$ cat config.mk
export PLATFORM = sky130hd
export DESIGN_NAME = burst_read_seq
export DESIGN_NICKNAME = d
export VERILOG_FILES = /design/src/rtl/burst_seq_pkg.sv /design/src/rtl/burst_seq_ctrl.sv /design/src/rtl/burst_seq_datapath.sv /design/src/rtl/burst_read_seq.sv
export SDC_FILE = /design/constraint.sdc
export NUM_CORES = 2
export LEC_CHECK = 0
export ABC_AREA = 1
export CORE_ASPECT_RATIO = 1.75
export CORE_MARGIN = 5
export CORE_UTILIZATION = 55
export DETAILED_ROUTE_END_ITERATION = 6
export PLACE_DENSITY = 0.71
export SYNTH_ARGS = -nofsm -noshare
export SYNTH_HDL_FRONTEND = slang
export SYNTH_SLANG_ARGS = --single-unit
export TNS_END_PERCENT = 100
$ cat constraint.sdc
create_clock -name clk -period 5.8 [get_ports clk]
set_input_delay 1.74 -clock clk [delete_from_list [all_inputs] [get_ports clk]]
set_output_delay 1.74 -clock clk [all_outputs]
set_load 0.02 [all_outputs]
$ cat src/rtl/burst_seq_pkg.sv
package burst_seq_pkg;

  // Strobes from the control section into the datapath
  typedef struct packed {
    logic capture;  // load row and column registers
    logic emit;     // read the addressed word and advance the column
  } ctrlStrobes_t;

  typedef enum logic [1:0] {
    SEQ_IDLE  = 2'd0,
    SEQ_WAIT  = 2'd1,
    SEQ_BURST = 2'd2
  } seqState_t;

endpackage

$ cat src/rtl/burst_seq_ctrl.sv
module burst_seq_ctrl
  import burst_seq_pkg::*;
#(
  parameter int LATENCY   = 4,
  parameter int BURST_LEN = 8
) (
  input  logic         clk,
  input  logic         rst_n,
  input  logic         startIn,
  output ctrlStrobes_t strobes,
  output logic         rdValid,
  output logic         burstDone,
  output logic         busy
);

  localparam int WAIT_W = (LATENCY > 2) ? $clog2(LATENCY) : 1;
  localparam int BEAT_W = (BURST_LEN > 1) ? $clog2(BURST_LEN) : 1;
  localparam logic [WAIT_W-1:0] WAIT_LAST = WAIT_W'((LATENCY > 1) ? LATENCY - 2 : 0);
  localparam logic [BEAT_W-1:0] BEAT_LAST = BEAT_W'(BURST_LEN - 1);

  seqState_t         state;
  logic [WAIT_W-1:0] waitCnt;
  logic [BEAT_W-1:0] beatCnt;
  logic              lastBeat;

  // The done cycle still belongs to the burst, so a start is refused there too
  always_comb begin
    strobes         = '0;
    strobes.capture = startIn && (state == SEQ_IDLE) && !burstDone;
    strobes.emit    = (state == SEQ_BURST);
    lastBeat        = strobes.emit && (beatCnt == BEAT_LAST);
  end

  assign busy = (state != SEQ_IDLE) || burstDone;

  always_ff @(posedge clk or negedge rst_n) begin
    if (!rst_n) begin
      state     <= SEQ_IDLE;
      waitCnt   <= '0;
      beatCnt   <= '0;
      rdValid   <= 1'b0;
      burstDone <= 1'b0;
    end else begin
      rdValid   <= strobes.emit;
      burstDone <= lastBeat;
      case (state)
        SEQ_IDLE: begin
          if (strobes.capture) begin
            state   <= (LATENCY > 1) ? SEQ_WAIT : SEQ_BURST;
            waitCnt <= '0;
            beatCnt <= '0;
          end
        end
        SEQ_WAIT: begin
          if (waitCnt == WAIT_LAST) state <= SEQ_BURST;
          else waitCnt <= waitCnt + 1'b1;
        end
        SEQ_BURST: begin
          if (lastBeat) state <= SEQ_IDLE;
          else beatCnt <= beatCnt + 1'b1;
        end
        default: state <= SEQ_IDLE;
      endcase
    end
  end

endmodule

$ cat src/rtl/burst_seq_datapath.sv
module burst_seq_datapath
  import burst_seq_pkg::*;
#(
  parameter int ROW_W  = 2,
  parameter int COL_W  = 4,
  parameter int DATA_W = 32
) (
  input  logic              clk,
  input  logic              rst_n,
  input  ctrlStrobes_t      strobes,
  input  logic [ROW_W-1:0]  rowIn,
  input  logic [COL_W-1:0]  colIn,
  input  logic              wrEn,
  input  logic [ROW_W-1:0]  wrRow,
  input  logic [COL_W-1:0]  wrCol,
  input  logic [DATA_W-1:0] wrData,
  output logic [DATA_W-1:0] rdData
);

  localparam int ADDR_W = ROW_W + COL_W;
  localparam int DEPTH  = 1 << ADDR_W;

  logic [DATA_W-1:0] store [DEPTH];
  logic [ROW_W-1:0]  rowReg;
  logic [COL_W-1:0]  colCnt;
  logic              wrEnReg;
  logic [ADDR_W-1:0] wrAddrReg;
  logic [DATA_W-1:0] wrDataReg;

  // Address registers and column counter; the counter wraps in COL_W bits
  always_ff @(posedge clk or negedge rst_n) begin
    if (!rst_n) begin
      rowReg <= '0;
      colCnt <= '0;
    end else if (strobes.capture) begin
      rowReg <= rowIn;
      colCnt <= colIn;
    end else if (strobes.emit) begin
      colCnt <= colCnt + 1'b1;
    end
  end

  // Registered write inputs
  always_ff @(posedge clk or negedge rst_n) begin
    if (!rst_n) begin
      wrEnReg   <= 1'b0;
      wrAddrReg <= '0;
      wrDataReg <= '0;
    end else begin
      wrEnReg   <= wrEn;
      wrAddrReg <= {wrRow, wrCol};
      wrDataReg <= wrData;
    end
  end

  always_ff @(posedge clk) begin
    if (wrEnReg) store[wrAddrReg] <= wrDataReg;
  end

  // Registered data output
  always_ff @(posedge clk or negedge rst_n) begin
    if (!rst_n) rdData <= '0;
    else if (strobes.emit) rdData <= store[{rowReg, colCnt}];
    else rdData <= '0;
  end

endmodule

$ cat src/rtl/burst_read_seq.sv
module burst_read_seq
  import burst_seq_pkg::*;
#(
  parameter int ROW_W     = 2,
  parameter int COL_W     = 4,
  parameter int DATA_W    = 32,
  parameter int LATENCY   = 4,
  parameter int BURST_LEN = 8
) (
  input  logic              clk,
  input  logic              rst_n,
  input  logic              startIn,
  input  logic [ROW_W-1:0]  rowIn,
  input  logic [COL_W-1:0]  colIn,
  input  logic              wrEn,
  input  logic [ROW_W-1:0]  wrRow,
  input  logic [COL_W-1:0]  wrCol,
  input  logic [DATA_W-1:0] wrData,
  output logic [DATA_W-1:0] rdData,
  output logic              rdValid,
  output logic              burstDone,
  output logic              busy
);

  ctrlStrobes_t strobes;

  burst_seq_ctrl #(
    .LATENCY   (LATENCY),
    .BURST_LEN (BURST_LEN)
  ) uCtrl (
    .clk       (clk),
    .rst_n     (rst_n),
    .startIn   (startIn),
    .strobes   (strobes),
    .rdValid   (rdValid),
    .burstDone (burstDone),
    .busy      (busy)
  );

  burst_seq_datapath #(
    .ROW_W  (ROW_W),
    .COL_W  (COL_W),
    .DATA_W (DATA_W)
  ) uData (
    .clk     (clk),
    .rst_n   (rst_n),
    .strobes (strobes),
    .rowIn   (rowIn),
    .colIn   (colIn),
    .wrEn    (wrEn),
    .wrRow   (wrRow),
    .wrCol   (wrCol),
    .wrData  (wrData),
    .rdData  (rdData)
  );

endmodule

# ---- Word-level counts from Yosys, hierarchy flattened
# Memory sizes are Yosys's and may differ from the RTL's.
# Cells that the tools add are included.
dict set report word_totals {
  ramBits 2048
  ff_bits 86
  input_bits 48
  output_inout_bits 35
  word_cells 52
  mem_count 1
}
dict set report op_classes {
  n_eq_ne 9
  reduce_logical 13
  muxes 15
  addsub 3
}
# memory depth word_bits rd rd_ports_with_merged_regs wr line_no
set memory_table {}
lappend memory_table {uData.store 64 32 1 0 1 burst_seq_datapath.sv:23} ;# logic [DATA_W-1:0] store [DEPTH];
# op count
set op_table {}
lappend op_table {{2-to-1 mux 32 bit} 1}
lappend op_table {{2-to-1 mux 2 bit} 5}
lappend op_table {{AND reduction 3 bit} 3}
lappend op_table {{2-to-1 mux 4 bit} 2}
lappend op_table {{inequality test 2 bit, second input constant} 4}
lappend op_table {{nonzero test 2 bit} 4}
lappend op_table {{2-to-1 mux 3 bit} 2}
lappend op_table {{one-hot mux 2 bit (3 select lines)} 1}
lappend op_table {{one-hot mux 3 bit (2 select lines)} 1}
lappend op_table {{adder 4 x 1 -> 4 bit, second input constant} 1}
lappend op_table {{== test 2 bit, second input constant} 2}
lappend op_table {{one-hot mux 2 bit (2 select lines)} 1}
lappend op_table {{adder 3 x 1 -> 3 bit, second input constant} 1}
lappend op_table {{== test 3 bit, second input constant} 1}
lappend op_table {{logical AND 1 bit} 3}
lappend op_table {{adder 2 x 1 -> 2 bit, second input constant} 1}
lappend op_table {{== test 2 x 1 -> 1 bit, second input constant} 1}
lappend op_table {{zero test 2 bit} 1}
lappend op_table {{2-to-1 mux 1 bit} 2}
lappend op_table {{inequality test 2 x 1 -> 1 bit, second input constant} 1}
lappend op_table {{zero test 1 bit} 1}
lappend op_table {{logical OR 1 bit} 1}

# ---- Longest topological paths before layout
dict set report depth {
  depth_word 5
  depth_mapped 13
  depth_no_buf 11
}

# ---- By module
# From an unflattened synthesis, not the netlist that was laid out.
dict set report unflattened {
  cells_unflattened 7190
  hier_area_um2 84922.7
}
# module cells_each seq_area_each_um2 area_per_inst_um2 instances
set by_module_without_submodules {}
lappend by_module_without_submodules {burst_seq_datapath 7139 63425.8 84469.8 1}
lappend by_module_without_submodules {burst_seq_ctrl 51 225.2 452.9 1}

# ---- Least setup slack after synthesis
# Ideal clock, no wire load.
dict set report synth_path {
  path_type {reg-to-reg}
  from {reg uData.wrEnReg}
  to {mem uData.store[48][0] (enable)}
  t_required_ps 5298
  t_arrival_ps 3935
  period_less_slack_ps 4437
  slack_ps 1363
  setup_time_ps 502
  n_path_buf 1
  path_stages_with_launch 4
  cell_sequence {dfrtp_1 clkbuf_1 nand4_1 nor4_1}
}
dict set report synth_between {
  elab_chain_len 2
}
# item line_no
set synth_lines {}
lappend synth_lines {{start, declared} burst_seq_datapath.sv:26} ;# logic wrEnReg;
lappend synth_lines {{start signal, assigned} burst_seq_datapath.sv:50} ;# wrEnReg <= wrEn;
lappend synth_lines {{2-to-1 mux 1 bit} burst_seq_datapath.sv:57} ;# if (wrEnReg) store[wrAddrReg] <= wrDataReg;
lappend synth_lines {{2-to-1 mux 1 bit (implied by the code)} burst_seq_datapath.sv:57}
lappend synth_lines {{end, declared} burst_seq_datapath.sv:23}
# No other way between the ends.

# ---- Final worst setup path
dict set report layout_path {
  from {reg uCtrl.state[0]}
  to {out busy}
}
dict set report layout_between {
  elab_chain_len 2
}
# item line_no
set layout_lines {}
lappend layout_lines {{start, declared} burst_seq_ctrl.sv:21} ;# seqState_t state;
lappend layout_lines {{start signal, assigned} burst_seq_ctrl.sv:49} ;# state <= (LATENCY > 1) ? SEQ_WAIT : SEQ_BURST;
lappend layout_lines {{nonzero test 2 bit} burst_seq_ctrl.sv:34} ;# assign busy = (state != SEQ_IDLE) || burstDone;
lappend layout_lines {{logical OR 1 bit} burst_seq_ctrl.sv:34}
lappend layout_lines {{end, declared} burst_read_seq.sv:22} ;# output logic busy
# No other way between the ends.

==> results.cfg <==
[clock_network]
post_cts_buffers = 0
clk_latency_ns = 0.82
cts_root_buf = clkbuf_16
hold_buffers = 0
clk_pin_slew_ns = 0.07
cts_made_buffers = 182
cts.sinks = 2134
post_cts_resized = 0
cts_tree = done
cts.path.max_buffers = 4
htreeDepth = 4

[routing]
vias = 57200
drt_pass1_iterations = 7
first_iter_violations = 8016
wl_per_cell_um = 27.3
drc = 0
drt-total-wl_mm = 254
via_per_inst = 6.13
wl_met2_mm = 125
met1_length_mm = 83.6
drtAntennaViolNets = 0
wl_met3_mm = 23.3
routed.top_layer = met5

[worst_hold_path]
hold_class = reg -> reg
min_path_cells = 1
hp-start = uCtrl.beatCnt[1]

[synthesis]
yosys.area_share.simple = 0.206
yosys.area.top_type_share = 0.726
synth_seq_cells = 2134
synthAdderAreaFrac = 0.000590
yosys.area.top_type = edfxtp_1
ys_warn_count = 0
synthCells = 7175
syn_nets = 7227
synth_xor_area_frac = 0
synth_flop_cell = edfxtp_1
ys_types = 23
synth_top_family_by_area = simple AND/OR/NAND/NOR gates
synth_edf_count = 2048
syn_avg_cell_area_um2 = 11.8
yosysMostFrequentCell = nand2_1
async_flop_share = 0.0403
ys_seq_area_frac = 0.751
synth_compound_area_frac = 0.0181
syn_area_um2 = 84800
synth_commonest_cells = nand2_1, edfxtp_1, nand3_1
ys_top_cells_by_area = edfxtp_1, nand2_1, nand3_1
synth_mux_area_frac = 0.000133

[floorplan]
start_util = 0.554
ios = 83
chipHeight_um = 529
core_area_um2 = 153000
die_area_um2 = 162000
row_count = 190
die_w_um = 307

[power_and_ir_drop]
intPower_w = 0.0273
p_comb_frac = 0.316
p_per_area_nw_per_um2 = 462
p_sw_frac = 0.370
power_switching_w = 0.0161
leakage_nw = 34.1
vdd_drop_max_mv = 0.519
seq_power_share = 0.403
pwr-share-clk = 0.281

[worst_setup_path]
endpoint_kind = primary output
max_stage_delay_ns = 0.58
path_depth = 3
rr_worst_depth = 11
worstSetupPathType = reg -> out
path_delay_family = simple AND/OR/NAND/NOR gates
r2r_start = uData.colCnt[0]
crit_arrival_ns = 2.42
cp.buffers_inverters = 1
cp.required_ns = 4.06
cp_cell_sequence = nor2_1 -> nand2_1 -> clkdlybuf4s50_1
cp-startpoint = uCtrl.state[0]
critical-path-slowest-cell = clkdlybuf4s50_1
cp-start-kind = register
crit_fanout = 3

[timing]
drv_slew = 0
fin_crit_sh = 0.716
relSlewSlack = 0.0295
skew_ns = 0.0284
final-hold-violation-count = 0
clock.fmax_mhz = 241
tightest_slew_ns = 1.46
setup_tns_ns = 0
period_minus_slack_ns = 4.16
finalSetupViolCount = 0
rsz0062_at_grt = no

[layout]
postLayoutCoreUtil = 0.614
design_area_um2 = 93900
nNetsFinal = 7215
layout-drive-gt1-share = 0.0705
area_delta_synth_final_pct = 10.8

[placement]
port_buffers = 82
gp_congestion = 0.904
placed_area_um2 = 88100
dp_hpwl_mm = 141

[outcome]
outcome = finished clean

[grt]
grt_overflow = 0
grt_max_degree = 191
grt_antenna_before_repair = 3
grt_use_total = 0.306
grt_pass1_wl_mm = 366
grt_pass1_vias = 56100

[flow_run]
cap_violations = 0
[worst paths after layout]
path,endpoint,slack (ns)
max in group asynchronous,uData.colCnt[3],3.80
hold / removal,uCtrl.beatCnt[1],0.52
setup reg to reg,uData.rdData[2],2.09
setup / recovery,busy,1.64
hold reg to reg,uCtrl.beatCnt[1],0.52
min in group asynchronous,uData.wrDataReg[28],0.88
[per-stage QoR]
| stage | worst slack, ns | total power (W) | std cells | hold WS [ns] |
|---|---|---|---|---|
| floorplan | 1.36 | 0.0262 | 7175 | 0.464 |
| finish | 1.64 | 0.0434 | 9323 | 0.516 |
| CTS | 1.59 | 0.0432 | 9319 | 0.518 |
| global route | 1.62 | 0.0450 | 9320 | 0.543 |
| detailed placement | 2.16 | 0.0313 | 8995 | 0.502 |
| global placement | 2.16 | 0.0311 | 8995 | 0.489 |
[cell usage in the layout, fill, tap and decap left out, types with 2 or more instances in the layout]
cell             count
clkbuf_16          185
dfrtp_1             50
buf_12              23
a22o_1               2
nand2_1           2954
ha_1                 4
clkinv_1            21
nor3_1              30
clkdlybuf4s50_1     81
diode_2              4
nor2_4              58
bufinv_16           18
inv_1               18
edfxtp_1          2048
dfrtp_4              3
nand3_1           1060
o211ai_1             3
a21oi_1            286
clkbuf_8             8
nor2_1             165
clkbuf_1            45
inv_8                4
buf_4              124
dfrtp_2             33
inv_6                4
clkinv_4             3
nand4_1              9
nor4_2               8
o21ai_0             12
clkinv_2            33
clkinvlp_4           8
[final cells by class]
class | count | area (µm²)
flip-flops and latches | 2134 | 63700
clock buffers | 238 | 4910
well taps | 2016 | 2520
clock inverters | 86 | 897
repair buffers | 228 | 2200
multi-input cells | 4593 | 19600
fillers | 11600 | 59200
inverters | 24 | 125
diodes | 4 | 10.0
[kinds of logic after synthesis]
group,count (synthesis)
mux,1
buf+inv,448
fa+ha+maj,4
compound gates,303
simple gates,4285
flops,2134
[sequential cells by signal, summed over array words and instances, names as in the netlist]
register	flops
uCtrl.state	2
uData.rowReg	2
uData.wrAddrReg	6
uData.wrEnReg	1
uData.wrDataReg	32
uCtrl.waitCnt	2
uData.colCnt	4
uCtrl.beatCnt	3
uData.rdData	32
uCtrl.burstDone	1
uData.store	2048
uCtrl.rdValid	1
[per-layer routing]
layer  up-vias  global-route usage
met4         2               0.213
met3       917              0.0435
li1      24800                   -
met2      3718               0.520
met1     27800               0.361
met5         -                   0
[power groups by stage]
stage	sequential (W)	clock (W)	combinational [W]
after detailed placement	0.0178	0	0.0134
after global routing	0.0175	0.0129	0.0146
after global placement	0.0178	0	0.0133
final	0.0175	0.0122	0.0137
after CTS	0.0175	0.0122	0.0135
after floorplan	0.0176	0	0.00852
No activity file was read; power rests on OpenSTA's default activity.
